File: config.mk
export PLATFORM = sky130hd
export DESIGN_NAME = flash_page_dispatch
export DESIGN_NICKNAME = d
export VERILOG_FILES = /design/src/rtl/flash_page_dispatch.sv
export SDC_FILE = /design/constraint.sdc
export NUM_CORES = 1
export LEC_CHECK = 0
export ABC_AREA = 1
export BUFFER_PORTS_ARGS = -buffer_cell sky130_fd_sc_hd__buf_4
export CORE_MARGIN = 2
export CORE_UTILIZATION = 60
export DETAILED_ROUTE_END_ITERATION = 12
export PLACE_DENSITY_LB_ADDON = 0.12
export RECOVER_POWER = 50
export SYNTH_ARGS = -nofsm -noshare
export SYNTH_HDL_FRONTEND = slang
export SYNTH_SLANG_ARGS = --single-unit
File: constraint.sdc
create_clock -name clk -period 3.3 [get_ports clk]
set_input_delay 0.33 -clock clk [delete_from_list [all_inputs] [get_ports clk]]
set_output_delay 0.33 -clock clk [all_outputs]
set_load 0.01 [all_outputs]
File: src/rtl/flash_page_dispatch.sv
`timescale 1ns/1ps
module flash_page_dispatch #(
  parameter int NCH  = 2,
  parameter int NWAY = 2,
  parameter int DW   = 12,
  parameter int PW   = 10
) (
  input  logic                 clk,
  input  logic                 rst_n,
  input  logic                 tick_us,
  input  logic                 start,
  input  logic                 op_rd,
  input  logic [PW-1:0]        page_cnt,
  input  logic [DW-1:0]        wr_sel_dly,
  input  logic [DW-1:0]        wr_xfer_dly,
  input  logic [DW-1:0]        wr_cell_dly,
  input  logic [DW-1:0]        rd_sel_dly,
  input  logic [DW-1:0]        rd_xfer_dly,
  input  logic [DW-1:0]        rd_cell_dly,
  output logic                 busy,
  output logic                 done,
  output logic                 issue_stb,
  output logic [$clog2(NCH*NWAY)-1:0] issue_tgt,
  output logic [NCH*NWAY-1:0]  sel_o,
  output logic [NCH*NWAY-1:0]  xfer_o,
  output logic [NCH*NWAY-1:0]  cell_o
);
  localparam int NT = NCH * NWAY;
  localparam int TW = $clog2(NT);

  typedef enum logic [1:0] {PH_IDLE, PH_SEL, PH_XFER, PH_CELL} ph_t;

  ph_t           ph  [NT];
  logic [DW-1:0] cnt [NT];
  logic [DW-1:0] d_sel, d_xfer, d_cell;
  logic [PW-1:0] rem;
  logic [DW-1:0] gap;
  logic [TW-1:0] nt;

  logic [NT-1:0] want, grant;
  logic          all_idle, nt_free, issue;

  assign nt_free = (ph[nt] == PH_IDLE) || (ph[nt] == PH_CELL && cnt[nt] == '0);
  assign issue   = busy && tick_us && (rem != '0) && (gap == '0) && nt_free;

  always_comb begin
    all_idle = 1'b1;
    for (int t = 0; t < NT; t++) begin
      want[t] = (ph[t] == PH_SEL) && (cnt[t] == '0);
      if (ph[t] != PH_IDLE) all_idle = 1'b0;
    end
    for (int t = 0; t < NT; t++) begin
      grant[t] = want[t];
      for (int u = 0; u < NT; u++) begin
        if (u != t && (u % NCH) == (t % NCH)) begin
          if (ph[u] == PH_XFER && cnt[u] != '0) grant[t] = 1'b0;
          if (u < t && want[u])                 grant[t] = 1'b0;
        end
      end
    end
  end

  always_ff @(posedge clk) begin
    if (!rst_n) begin
      busy      <= 1'b0;
      done      <= 1'b0;
      issue_stb <= 1'b0;
      issue_tgt <= '0;
      rem       <= '0;
      gap       <= '0;
      nt        <= '0;
      d_sel     <= '0;
      d_xfer    <= '0;
      d_cell    <= '0;
    end else begin
      done      <= 1'b0;
      issue_stb <= 1'b0;
      if (!busy && start) begin
        busy   <= 1'b1;
        rem    <= page_cnt;
        nt     <= '0;
        gap    <= '0;
        d_sel  <= op_rd ? rd_sel_dly  : wr_sel_dly;
        d_xfer <= op_rd ? rd_xfer_dly : wr_xfer_dly;
        d_cell <= op_rd ? rd_cell_dly : wr_cell_dly;
      end else if (busy && tick_us) begin
        if (issue) begin
          rem       <= rem - 1'b1;
          nt        <= (nt == TW'(NT - 1)) ? '0 : nt + 1'b1;
          gap       <= d_sel - 1'b1;
          issue_stb <= 1'b1;
          issue_tgt <= nt;
        end else if (rem != '0 && gap != '0) begin
          gap <= gap - 1'b1;
        end
        if (rem == '0 && all_idle) begin
          busy <= 1'b0;
          done <= 1'b1;
        end
      end
    end
  end

  always_ff @(posedge clk) begin
    if (!rst_n) begin
      for (int t = 0; t < NT; t++) begin
        ph[t]  <= PH_IDLE;
        cnt[t] <= '0;
      end
    end else if (tick_us) begin
      for (int t = 0; t < NT; t++) begin
        if (issue && nt == TW'(t)) begin
          ph[t]  <= PH_SEL;
          cnt[t] <= d_sel - 1'b1;
        end else begin
          case (ph[t])
            PH_SEL: begin
              if (cnt[t] != '0) cnt[t] <= cnt[t] - 1'b1;
              else if (grant[t]) begin
                ph[t]  <= PH_XFER;
                cnt[t] <= d_xfer - 1'b1;
              end
            end
            PH_XFER: begin
              if (cnt[t] != '0) cnt[t] <= cnt[t] - 1'b1;
              else begin
                ph[t]  <= PH_CELL;
                cnt[t] <= d_cell - 1'b1;
              end
            end
            PH_CELL: begin
              if (cnt[t] != '0) cnt[t] <= cnt[t] - 1'b1;
              else ph[t] <= PH_IDLE;
            end
            default: ;
          endcase
        end
      end
    end
  end

  for (genvar t = 0; t < NT; t++) begin : g_out
    assign sel_o[t]  = (ph[t] == PH_SEL);
    assign xfer_o[t] = (ph[t] == PH_XFER);
    assign cell_o[t] = (ph[t] == PH_CELL);
  end
endmodule

==> flow_summary.json, run 1 <==
{
  "period_minus_slack_ns": 3.10,
  "netSwitchingFraction": 0.366,
  "vias": 10740,
  "seqPwrFrac": 0.343,
  "cts_root_buffer": "clkbuf_16",
  "vdd_drop_max_v": 0.000473,
  "setup_tns_ns": 0,
  "synth_edf_count": 56,
  "grt_util_met1": 0.481,
  "area_growth_pct": 14.8,
  "first_pass_iters": 7,
  "grt_setup_unrepaired": "false",
  "gr-total-overflow": 0,
  "yosys.area.top_type": "edfxtp_1",
  "cts_max_level": 4,
  "p_leak_nw": 5.31,
  "p_per_area_mw_per_mm2": 466,
  "yosysMostFrequentCell": "nand2_1",
  "yosysWarningCount": 0,
  "slew_viol_final": 0,
  "synth.distinct_cells": 54,
  "synth_top_area_frac": 0.170,
  "synth_seq_cells": 123,
  "end_kind": "register",
  "busiest_layer": "met2",
  "grt_use_met3": 0.0851,
  "initial_utilization": 0.619,
  "clk_latency_ns": 0.43,
  "numCtsBuffers": 17,
  "post-route-worst-setup-slack_ns": 0.200,
  "cp_slowest_stage_delay_ns": 0.43,
  "clkTransAtPathRegs_ns": 0.06,
  "power_frac_comb": 0.300,
  "cts_resized": 0,
  "fmax_ghz": 0.323,
  "cts_post_setup_buffers_inserted": 0,
  "regArea_mm2": 0.00302,
  "crit_type": "reg -> reg",
  "drc_errors": 0,
  "n_fill_cell": 1422,
  "grt_max_degree": 42,
  "grt_pass1_wl_mm": 51.0,
  "setup_viol": 0,
  "die_height_um": 132,
  "clockBufferDepth": 2,
  "synthTopCellsByCount": "nand2_1 (338), inv_1 (212), nor2_1 (166), o21ai_0 (127), nand3_1 (105)",
  "cts-hold-fix-buffers": 0,
  "final_nets": 1705,
  "antenna_found_initial": 0,
  "cp_num_buf_inv": 3,
  "tightest_slew_ns": 1.44,
  "avgSynthCellArea_um2": 6.58,
  "cts_tree": "done",
  "hold_viol": 0,
  "worstPathMaxFanout": 12,
  "drt_iter0_drc": 1490,
  "met2_usage": 0.580,
  "final_util": 0.710,
  "critPathTopFamily": "simple AND/OR/NAND/NOR gates",
  "syn_area_mm2": 0.00990,
  "die_x_um": 132,
  "grt_usage": 0.370,
  "drive_gt1_frac": 0.128,
  "cp_slowest_cell": "edfxtp_1",
  "cp.arrival_ns": 3.16,
  "routabilityCongestion": 1.04,
  "p_clk_frac": 0.357,
  "diodes": 0,
  "p_int_w": 0.00336,
  "timing.slew.headroom": 0.0395,
  "start_kind": "register",
  "seq_area_frac_synth": 0.305,
  "power.switching_w": 0.00194,
  "drt_wl_total_mm": 32.7,
  "multi_input_area_mm2": 0.00569,
  "crit_chain": "nor2_1, nand2_1, nor2_1, nand2_1, nand3_1, nand3_1, nand2_4, nand2_1, nor2_4, inv_1, nand2_1, nand2_1, inv_1, nand2_2, inv_2, nand2_1",
  "syn_nets": 1608,
  "routedWlPerCell_um": 17.9,
  "rows": 46,
  "finalClockSkew_ns": 0.00660,
  "synth-async-reset-ratio": 0,
  "fin_crit_sh": 0.939,
  "ys.flop_type": "dfxtp_1",
  "dpl_worst_slack_ns": 0.376,
  "path_common_cell": "nand2_1",
  "synth_top_cells_by_area": "edfxtp_1 (17%), dfxtp_1 (14%), nand2_1 (13%)",
  "hp-class": "in -> reg",
  "status": "finished, final reports clean",
  "clkSinkCount": 123,
  "io_buffers": 103,
  "core_mm2": 0.0160,
  "grt_pass1_vias": 9817,
  "cp.required_ns": 3.36,
  "vias_per_cell": 5.87,
  "hpwl_mm": 24.5,
  "syn_inst": 1504,
  "antenna_left": 0,
  "dieArea_mm2": 0.0175,
  "drv_cap": 0,
  "num_io_pins": 104
}
-- power by group through the flow --
stage,clock network [W],logic [W],registers (W)
floorplan,0,0.000964,0.00182
global placement,0,0.00152,0.00184
detailed placement,0,0.00153,0.00185
CTS,0.00188,0.00155,0.00181
global route,0.00195,0.00172,0.00183
finish,0.00189,0.00159,0.00182
-- path summary, 6_finish.rpt --
| check | startpoint | to | slack (ns) | cells past startpoint |
|---|---|---|---|---|
| worst min register to register | issue_tgt[0]$_SDFFE_PN0P_ | issue_tgt[0]$_SDFFE_PN0P_ | 0.49 | 2 |
| worst max-delay path | cnt[2][4]$_SDFFCE_PN0P_ | cnt[3][11]$_DFFE_PP_ | 0.20 | 16 |
| worst min-delay path | page_cnt[8] | rem[8]$_SDFFE_PN0P_ | 0.17 | 3 |
| worst max register to register | cnt[2][4]$_SDFFCE_PN0P_ | cnt[3][11]$_DFFE_PP_ | 0.20 | 16 |
-- worst reg2reg max path, stage by stage (launching register included) --
cell and delay (ns):
edfxtp_1 0.43, nor2_1 0.17, nand2_1 0.09, nor2_1 0.19, nand2_1 0.13, nand3_1 0.10, nand3_1 0.11, nand2_4 0.12
nand2_1 0.14, nor2_4 0.16, inv_1 0.15, nand2_1 0.20, nand2_1 0.10, inv_1 0.08, nand2_2 0.10, inv_2 0.13
nand2_1 0.34
-- through the flow --
stage | instances | power, W | area [µm²] | hold WS, ns
floorplan | 1504 | 0.00278 | 9900 | 0.448
global placement | 1798 | 0.00336 | 10900 | 0.483
detailed placement | 1798 | 0.00338 | 10900 | 0.484
CTS | 1830 | 0.00525 | 11500 | 0.168
global route | 1830 | 0.00550 | 11400 | 0.198
finish | 1830 | 0.00530 | 11400 | 0.171
-- final cells by class --
cell class | count | share of cell area
Clock buffer | 19 | 0.0390
Clock inverter | 13 | 0.0122
Inverter | 227 | 0.0752
Multi-Input combinational cell | 1095 | 0.501
Sequential cell | 123 | 0.266
Tap cell | 216 | 0.0238
Timing Repair Buffer | 137 | 0.0833
-- layer usage --
| layer | routed length [µm] | share of wire |
|---|---|---|
| met2 | 14300 | 0.44 |
| met1 | 13100 | 0.40 |
| met5 | 0 | 0 |
| met3 | 3630 | 0.11 |
| met4 | 1670 | 0.051 |
-- cells by family (layout without fill, tap and decap cells) --
kind of cell / Yosys count / after routing / synth area share
compound gates: 292 / 292 / 0.172
xor+xnor: 68 / 68 / 0.0602
fa+ha+maj: 17 / 17 / 0.0215
buf+inv: 286 / 396 / 0.117
flops: 123 / 123 / 0.305
simple gates: 718 / 718 / 0.324
-- cell usage in the layout (no fill, tap or decap), drive strengths merged, types with 20 or more instances in the layout --
cell type	netlist	layout
o32ai	26	26
nand2	357	357
o22ai	20	20
dfxtp	67	67
xor2	53	53
nand3	113	113
a21oi	64	64
o21ai	140	140
buf	29	115
nor2	178	178
clkbuf	30	41
inv	222	228
edfxtp	56	56
nor3	23	23
-- sequential cells by signal (all words and copies together) (netlist names), named ones only --
| signal | count |
|---|---|
| busy | 1 |
| cnt | 48 |
| d_cell | 12 |
| d_sel | 12 |
| d_xfer | 12 |
| done | 1 |
| gap | 12 |
| issue_stb | 1 |
| issue_tgt | 2 |
| nt | 2 |
| ph | 8 |
| rem | 10 |
(Power assumes the default switching activity.)
==> run 2, diff against run 1 <==
--- a/config.mk
+++ b/config.mk
@@ -10,7 +10,7 @@
 export CORE_MARGIN = 2
 export CORE_UTILIZATION = 60
 export DETAILED_ROUTE_END_ITERATION = 12
-export PLACE_DENSITY_LB_ADDON = 0.12
+export PLACE_DENSITY = 0.84
 export RECOVER_POWER = 50
 export SYNTH_ARGS = -nofsm -noshare
 export SYNTH_HDL_FRONTEND = slang
==> flow_summary.json, run 2 (synthesized netlist as in run 1, its figures left out) <==
{
  "fin_crit_sh": 0.923,
  "worstPathMaxFanout": 12,
  "area_growth_pct": 14.5,
  "diodes": 0,
  "die_height_um": 132,
  "numCtsBuffers": 17,
  "drive_gt1_frac": 0.129,
  "antenna_left": 0,
  "rows": 46,
  "ff2ff_setup_slack_ns": 0.25,
  "violations": "max-capacitance violations",
  "clkTransAtPathRegs_ns": 0.06,
  "drv_cap": 1,
  "grt_setup_unrepaired": "false",
  "vias": 10658,
  "cp.required_ns": 3.37,
  "grt_max_degree": 45,
  "p_per_area_mw_per_mm2": 457,
  "dpl_worst_slack_ns": 0.255,
  "finalClockSkew_ns": 0.00707,
  "clk_latency_ns": 0.43,
  "timing.slew.headroom": 0.00403,
  "clockBufferDepth": 2,
  "first_pass_iters": 8,
  "setup_viol": 0,
  "period_minus_slack_ns": 3.05,
  "largest-register": "cnt",
  "crit_chain": "inv_1, ha_1, nand2_1, nor2_1, inv_2, nor2_1, nand2_2, inv_1, nand2_1, nand3_1, a21oi_1, nand2_2, nand3_2, nor2_1, nand2_1",
  "routabilityCongestion": 0.996,
  "worstSetupEndpoint": "cnt[2][9]$_SDFFCE_PN0P_",
  "cp_slowest_stage_delay_ns": 0.37,
  "vias_per_cell": 5.84,
  "crit_type": "reg -> reg",
  "cp.arrival_ns": 3.11,
  "num_io_pins": 104,
  "clkSinkCount": 123,
  "tightest_slew_ns": 1.49,
  "p_leak_nw": 5.28,
  "end_kind": "register",
  "cts_max_level": 4,
  "initial_utilization": 0.619,
  "drc_errors": 0,
  "grt_pass1_wl_mm": 50.6,
  "final_cell_mix": "nand2_1 (338), inv_1 (212), nor2_1 (166)",
  "cts_tree": "done",
  "die_x_um": 132,
  "fmax_ghz": 0.328,
  "critPathTopFamily": "simple AND/OR/NAND/NOR gates",
  "cp_num_buf_inv": 3,
  "slew_viol_final": 0,
  "crit_cells": 15,
  "dieArea_mm2": 0.0175,
  "grt_pass1_vias": 9806,
  "drt_wl_total_mm": 32.2,
  "start_kind": "register",
  "reg2reg_depth": 15,
  "timing.rr.end": "cnt[2][9]$_SDFFCE_PN0P_",
  "drt_iter0_drc": 1728,
  "p_total_w": 0.00518,
  "cts_post_setup_buffers_inserted": 0,
  "io_buffers": 103,
  "routedWlPerCell_um": 17.7,
  "setup_tns_ns": 0,
  "hold_viol": 0,
  "status": "finished, violations left",
  "cp_slowest_cell": "edfxtp_1",
  "hp-class": "in -> reg",
  "grt_usage": 0.364,
  "gr-total-overflow": 0,
  "antenna_found_initial": 0,
  "vdd_drop_max_v": 0.000371,
  "largest_reg_flops": 48,
  "core_mm2": 0.0160,
  "r2r-start": "cnt[0][0]$_SDFFCE_PN0P_",
  "final_nets": 1700,
  "post-route-worst-setup-slack_ns": 0.254,
  "mostFrequentLayoutCell": "nand2_1",
  "cts_root_buffer": "clkbuf_16",
  "hpwl_mm": 24.0,
  "crit_path_start": "cnt[0][0]$_SDFFCE_PN0P_"
}
## run 2: cell type report
cell class / count / area (µm²)
Multi-Input combinational cell: 1095 / 5710
Tap cell: 216 / 270
Inverter: 227 / 855
Clock buffer: 24 / 504
Timing Repair Buffer: 132 / 916
Clock inverter: 8 / 52.6
Sequential cell: 123 / 3020
Fill cell: 1467 / 4670
## run 2: where the power goes
| group | switching [W] | leakage (nW) | total, W | internal [W] |
|---|---|---|---|---|
| combinational | 0.00106 | 3.87 | 0.00156 | 0.000495 |
| sequential | 0.000101 | 1.14 | 0.00182 | 0.00172 |
| clock | 0.000725 | 0.280 | 0.00180 | 0.00107 |
| total | 0.00189 | 5.28 | 0.00518 | 0.00328 |
## run 2: through the flow
stage	area, µm²	util	hold slack (ns)	cells
finish	11300	0.708	0.176	1825
CTS	11400	0.713	0.174	1825
global route	11300	0.708	0.198	1825
global placement	10900	0.678	0.475	1793
floorplan	9900	-	0.448	1504
detailed placement	10900	0.678	0.493	1793
## run 2: layer usage
layer / vias up / part of all wire / track usage
met5: - / 0 / 0
met4: 0 / 0.055 / 0.176
met3: 133 / 0.11 / 0.0648
met2: 668 / 0.44 / 0.584
met1: 4721 / 0.39 / 0.475
li1: 5136 / - / -
## run 2: timing repair
item                                    CTS  global route
gates resized for setup                   0             2
hold buffers                              0             0
endpoints found under the setup margin    0            15
## run 2: worst min path at each step
| stage | startpoint | end | depth (start not counted) |
|---|---|---|---|
| after global routing | page_cnt[2] | rem[2]$_SDFFE_PN0P_ | 3 |
| after global placement | rem[7]$_SDFFE_PN0P_ | rem[7]$_SDFFE_PN0P_ | 2 |
| after floorplan | d_sel[11]$_SDFFE_PN0P_ | d_sel[11]$_SDFFE_PN0P_ | 2 |
| after detailed placement | issue_tgt[0]$_SDFFE_PN0P_ | issue_tgt[0]$_SDFFE_PN0P_ | 2 |
| after CTS | page_cnt[2] | rem[2]$_SDFFE_PN0P_ | 3 |
| final | page_cnt[2] | rem[2]$_SDFFE_PN0P_ | 3 |
## run 2: tightest hold or removal path: cells and delay by family
| family | cells | cell delay (ns) |
|---|---|---|
| buffers and inverters | 1 | 0.10 |
| AO/OA/AOI/OAI | 1 | 0.07 |
| AND/OR/NAND/NOR | 1 | 0.05 |
==> run 3, diff against run 2 <==
==> constraint.sdc (replaced) <==
create_clock -name clk -period 3.65 [get_ports clk]
set_input_delay 0.365 -clock clk [delete_from_list [all_inputs] [get_ports clk]]
set_output_delay 0.365 -clock clk [all_outputs]
set_load 0.01 [all_outputs]
==> flow_summary.json, run 3 (synthesized netlist as in run 1, its figures left out) <==
{
  "status": "finished, final reports clean",
  "setup_viol": 0,
  "cp_slowest_stage_delay_ns": 0.67,
  "cp.arrival_ns": 3.40,
  "gr-total-overflow": 0,
  "dpl_cell_area_mm2": 0.0108,
  "core_mm2": 0.0160,
  "fin_hold_ws_ns": 0.201,
  "clkSinkCount": 123,
  "grt_pass1_wl_mm": 51.0,
  "die_x_um": 132,
  "numCtsBuffers": 17,
  "vdd_drop_max_v": 0.000322,
  "crit_chain": "or2_0, nor2_1, nand2_1, nand3_1, nand3_1, nand2_4, nand2_2, nor2_4, inv_2, nand4_1, nand2_2, inv_2, nand2_2",
  "cts_root_buffer": "clkbuf_16",
  "antenna_found_initial": 0,
  "rows": 46,
  "dieArea_mm2": 0.0175,
  "drive_gt1_frac": 0.124,
  "drt_iter0_drc": 1431,
  "cts_max_level": 4,
  "vias_per_cell": 5.87,
  "grt_usage": 0.369,
  "hpwl_mm": 24.1,
  "regArea_mm2": 0.00302,
  "clk_latency_ns": 0.43,
  "routedWlPerCell_um": 17.9,
  "first_pass_iters": 6,
  "fin_area_mm2": 0.0113,
  "vias": 10652,
  "ff2ff_setup_slack_ns": 0.36,
  "multi_input_area_mm2": 0.00570,
  "whs_path_depth": 3,
  "n_fill_cell": 1420,
  "hp-class": "in -> reg",
  "worstHoldStart": "start",
  "antenna_left": 0,
  "end_kind": "register",
  "start_kind": "register",
  "cts_tree": "done",
  "mostFrequentLayoutCell": "nand2_1",
  "cp_slowest_cell": "dfxtp_1",
  "cts_resized": 0,
  "slew_viol_final": 0,
  "largest_reg_flops": 48,
  "largest-register": "cnt",
  "grt_setup_unrepaired": "false",
  "initial_utilization": 0.619,
  "io_buffers": 103,
  "clkTransAtPathRegs_ns": 0.06,
  "timing.slew.headroom": 0.178,
  "timing.rr.end": "cnt[3][9]$_DFFE_PP_",
  "final_nets": 1691,
  "final_cell_mix": "nand2_1 (339), inv_1 (213), nor2_1 (165)",
  "path_common_cell": "nand2_2",
  "drv_cap": 0,
  "worstPathMaxFanout": 24,
  "p_per_area_mw_per_mm2": 419,
  "drt_wl_total_mm": 32.4,
  "drc_errors": 0,
  "setup_tns_ns": 0,
  "tightest_slew_ns": 1.23,
  "die_height_um": 132,
  "cts_post_setup_buffers_inserted": 0,
  "reg2reg_depth": 13,
  "crit_type": "reg -> reg",
  "hold_end": "busy$_SDFFE_PN0P_",
  "period_minus_slack_ns": 3.29,
  "finalClockSkew_ns": 0.0102,
  "clockBufferDepth": 2,
  "area_growth_pct": 14.0,
  "cts-hold-fix-buffers": 0,
  "grt_max_degree": 46,
  "cp.required_ns": 3.76,
  "p_total_w": 0.00473,
  "routabilityCongestion": 1.05,
  "p_leak_nw": 5.25,
  "num_io_pins": 104,
  "cp_num_buf_inv": 2,
  "hold_viol": 0,
  "diodes": 0,
  "grt_pass1_vias": 9744,
  "fin_crit_sh": 0.903,
  "critPathTopFamily": "simple AND/OR/NAND/NOR gates",
  "fmax_ghz": 0.304
}
-- run 3: cell count changes in the layout (fill, tap and decap cells not counted), sizes merged --
cell,previous run,this run
buf,112,104
clkinvlp,0,1
clkbuf,44,41
clkinv,8,9
-- run 3: layer usage --
| layer | global-route usage | vias up | part of all wire |
|---|---|---|---|
| met4 | 0.170 | 0 | 0.046 |
| met5 | 0 | - | 0 |
| met1 | 0.490 | 4823 | 0.41 |
| met2 | 0.587 | 610 | 0.44 |
| met3 | 0.0651 | 103 | 0.10 |
| li1 | - | 5116 | - |
-- run 3: final cells by class --
type | instances | share of cell area
tap | 216 | 0.0239
multi-input combinational | 1095 | 0.505
clock inverter | 10 | 0.00654
clock buffer | 22 | 0.0458
timing repair buffer | 123 | 0.0755
inverter | 227 | 0.0757
sequential | 123 | 0.268
-- run 3: worst max-delay path by stage --
stage / depth (start not counted) / to / from / slack (ns)
floorplan: 15 / cnt[0][0]$_SDFFCE_PN0P_ / cnt[0][0]$_SDFFCE_PN0P_ / 1.12
global route: 13 / cnt[2][11]$_SDFFCE_PN0P_ / cnt[3][5]$_DFFE_PP_ / 0.13
detailed placement: 13 / gap[6]$_SDFFE_PP0P_ / register / 0.17
CTS: 13 / gap[6]$_SDFFE_PP0P_ / register / 0.15
finish: 13 / cnt[3][9]$_DFFE_PP_ / register / 0.36
global placement: 13 / gap[3]$_SDFFE_PP0P_ / register / 0.28
-- run 3: worst reg2reg max path, stage by stage, from the launching register on --
cell	delay (ns)
dfxtp_1	0.67
or2_0	0.18
nor2_1	0.04
nand2_1	0.14
nand3_1	0.11
nand3_1	0.13
nand2_4	0.10
nand2_2	0.36
nor2_4	0.08
inv_2	0.14
nand4_1	0.40
nand2_2	0.27
inv_2	0.08
nand2_2	0.25
-- run 3: through the flow --
stage	setup slack (ns)	std cells	util
after global routing	0.134	1816	0.705
after detailed placement	0.172	1784	0.674
after global placement	0.282	1784	0.674
after CTS	0.155	1816	0.711
after floorplan	1.12	1504	-
final	0.355	1816	0.705
-- run 3: where the power goes --
group / leakage, nW / switching [W] / internal, W
sequential: 1.14 / 0.0000903 / 0.00155
clock: 0.294 / 0.000685 / 0.00101
combinational: 3.82 / 0.000955 / 0.000436
total: 5.25 / 0.00173 / 0.00300
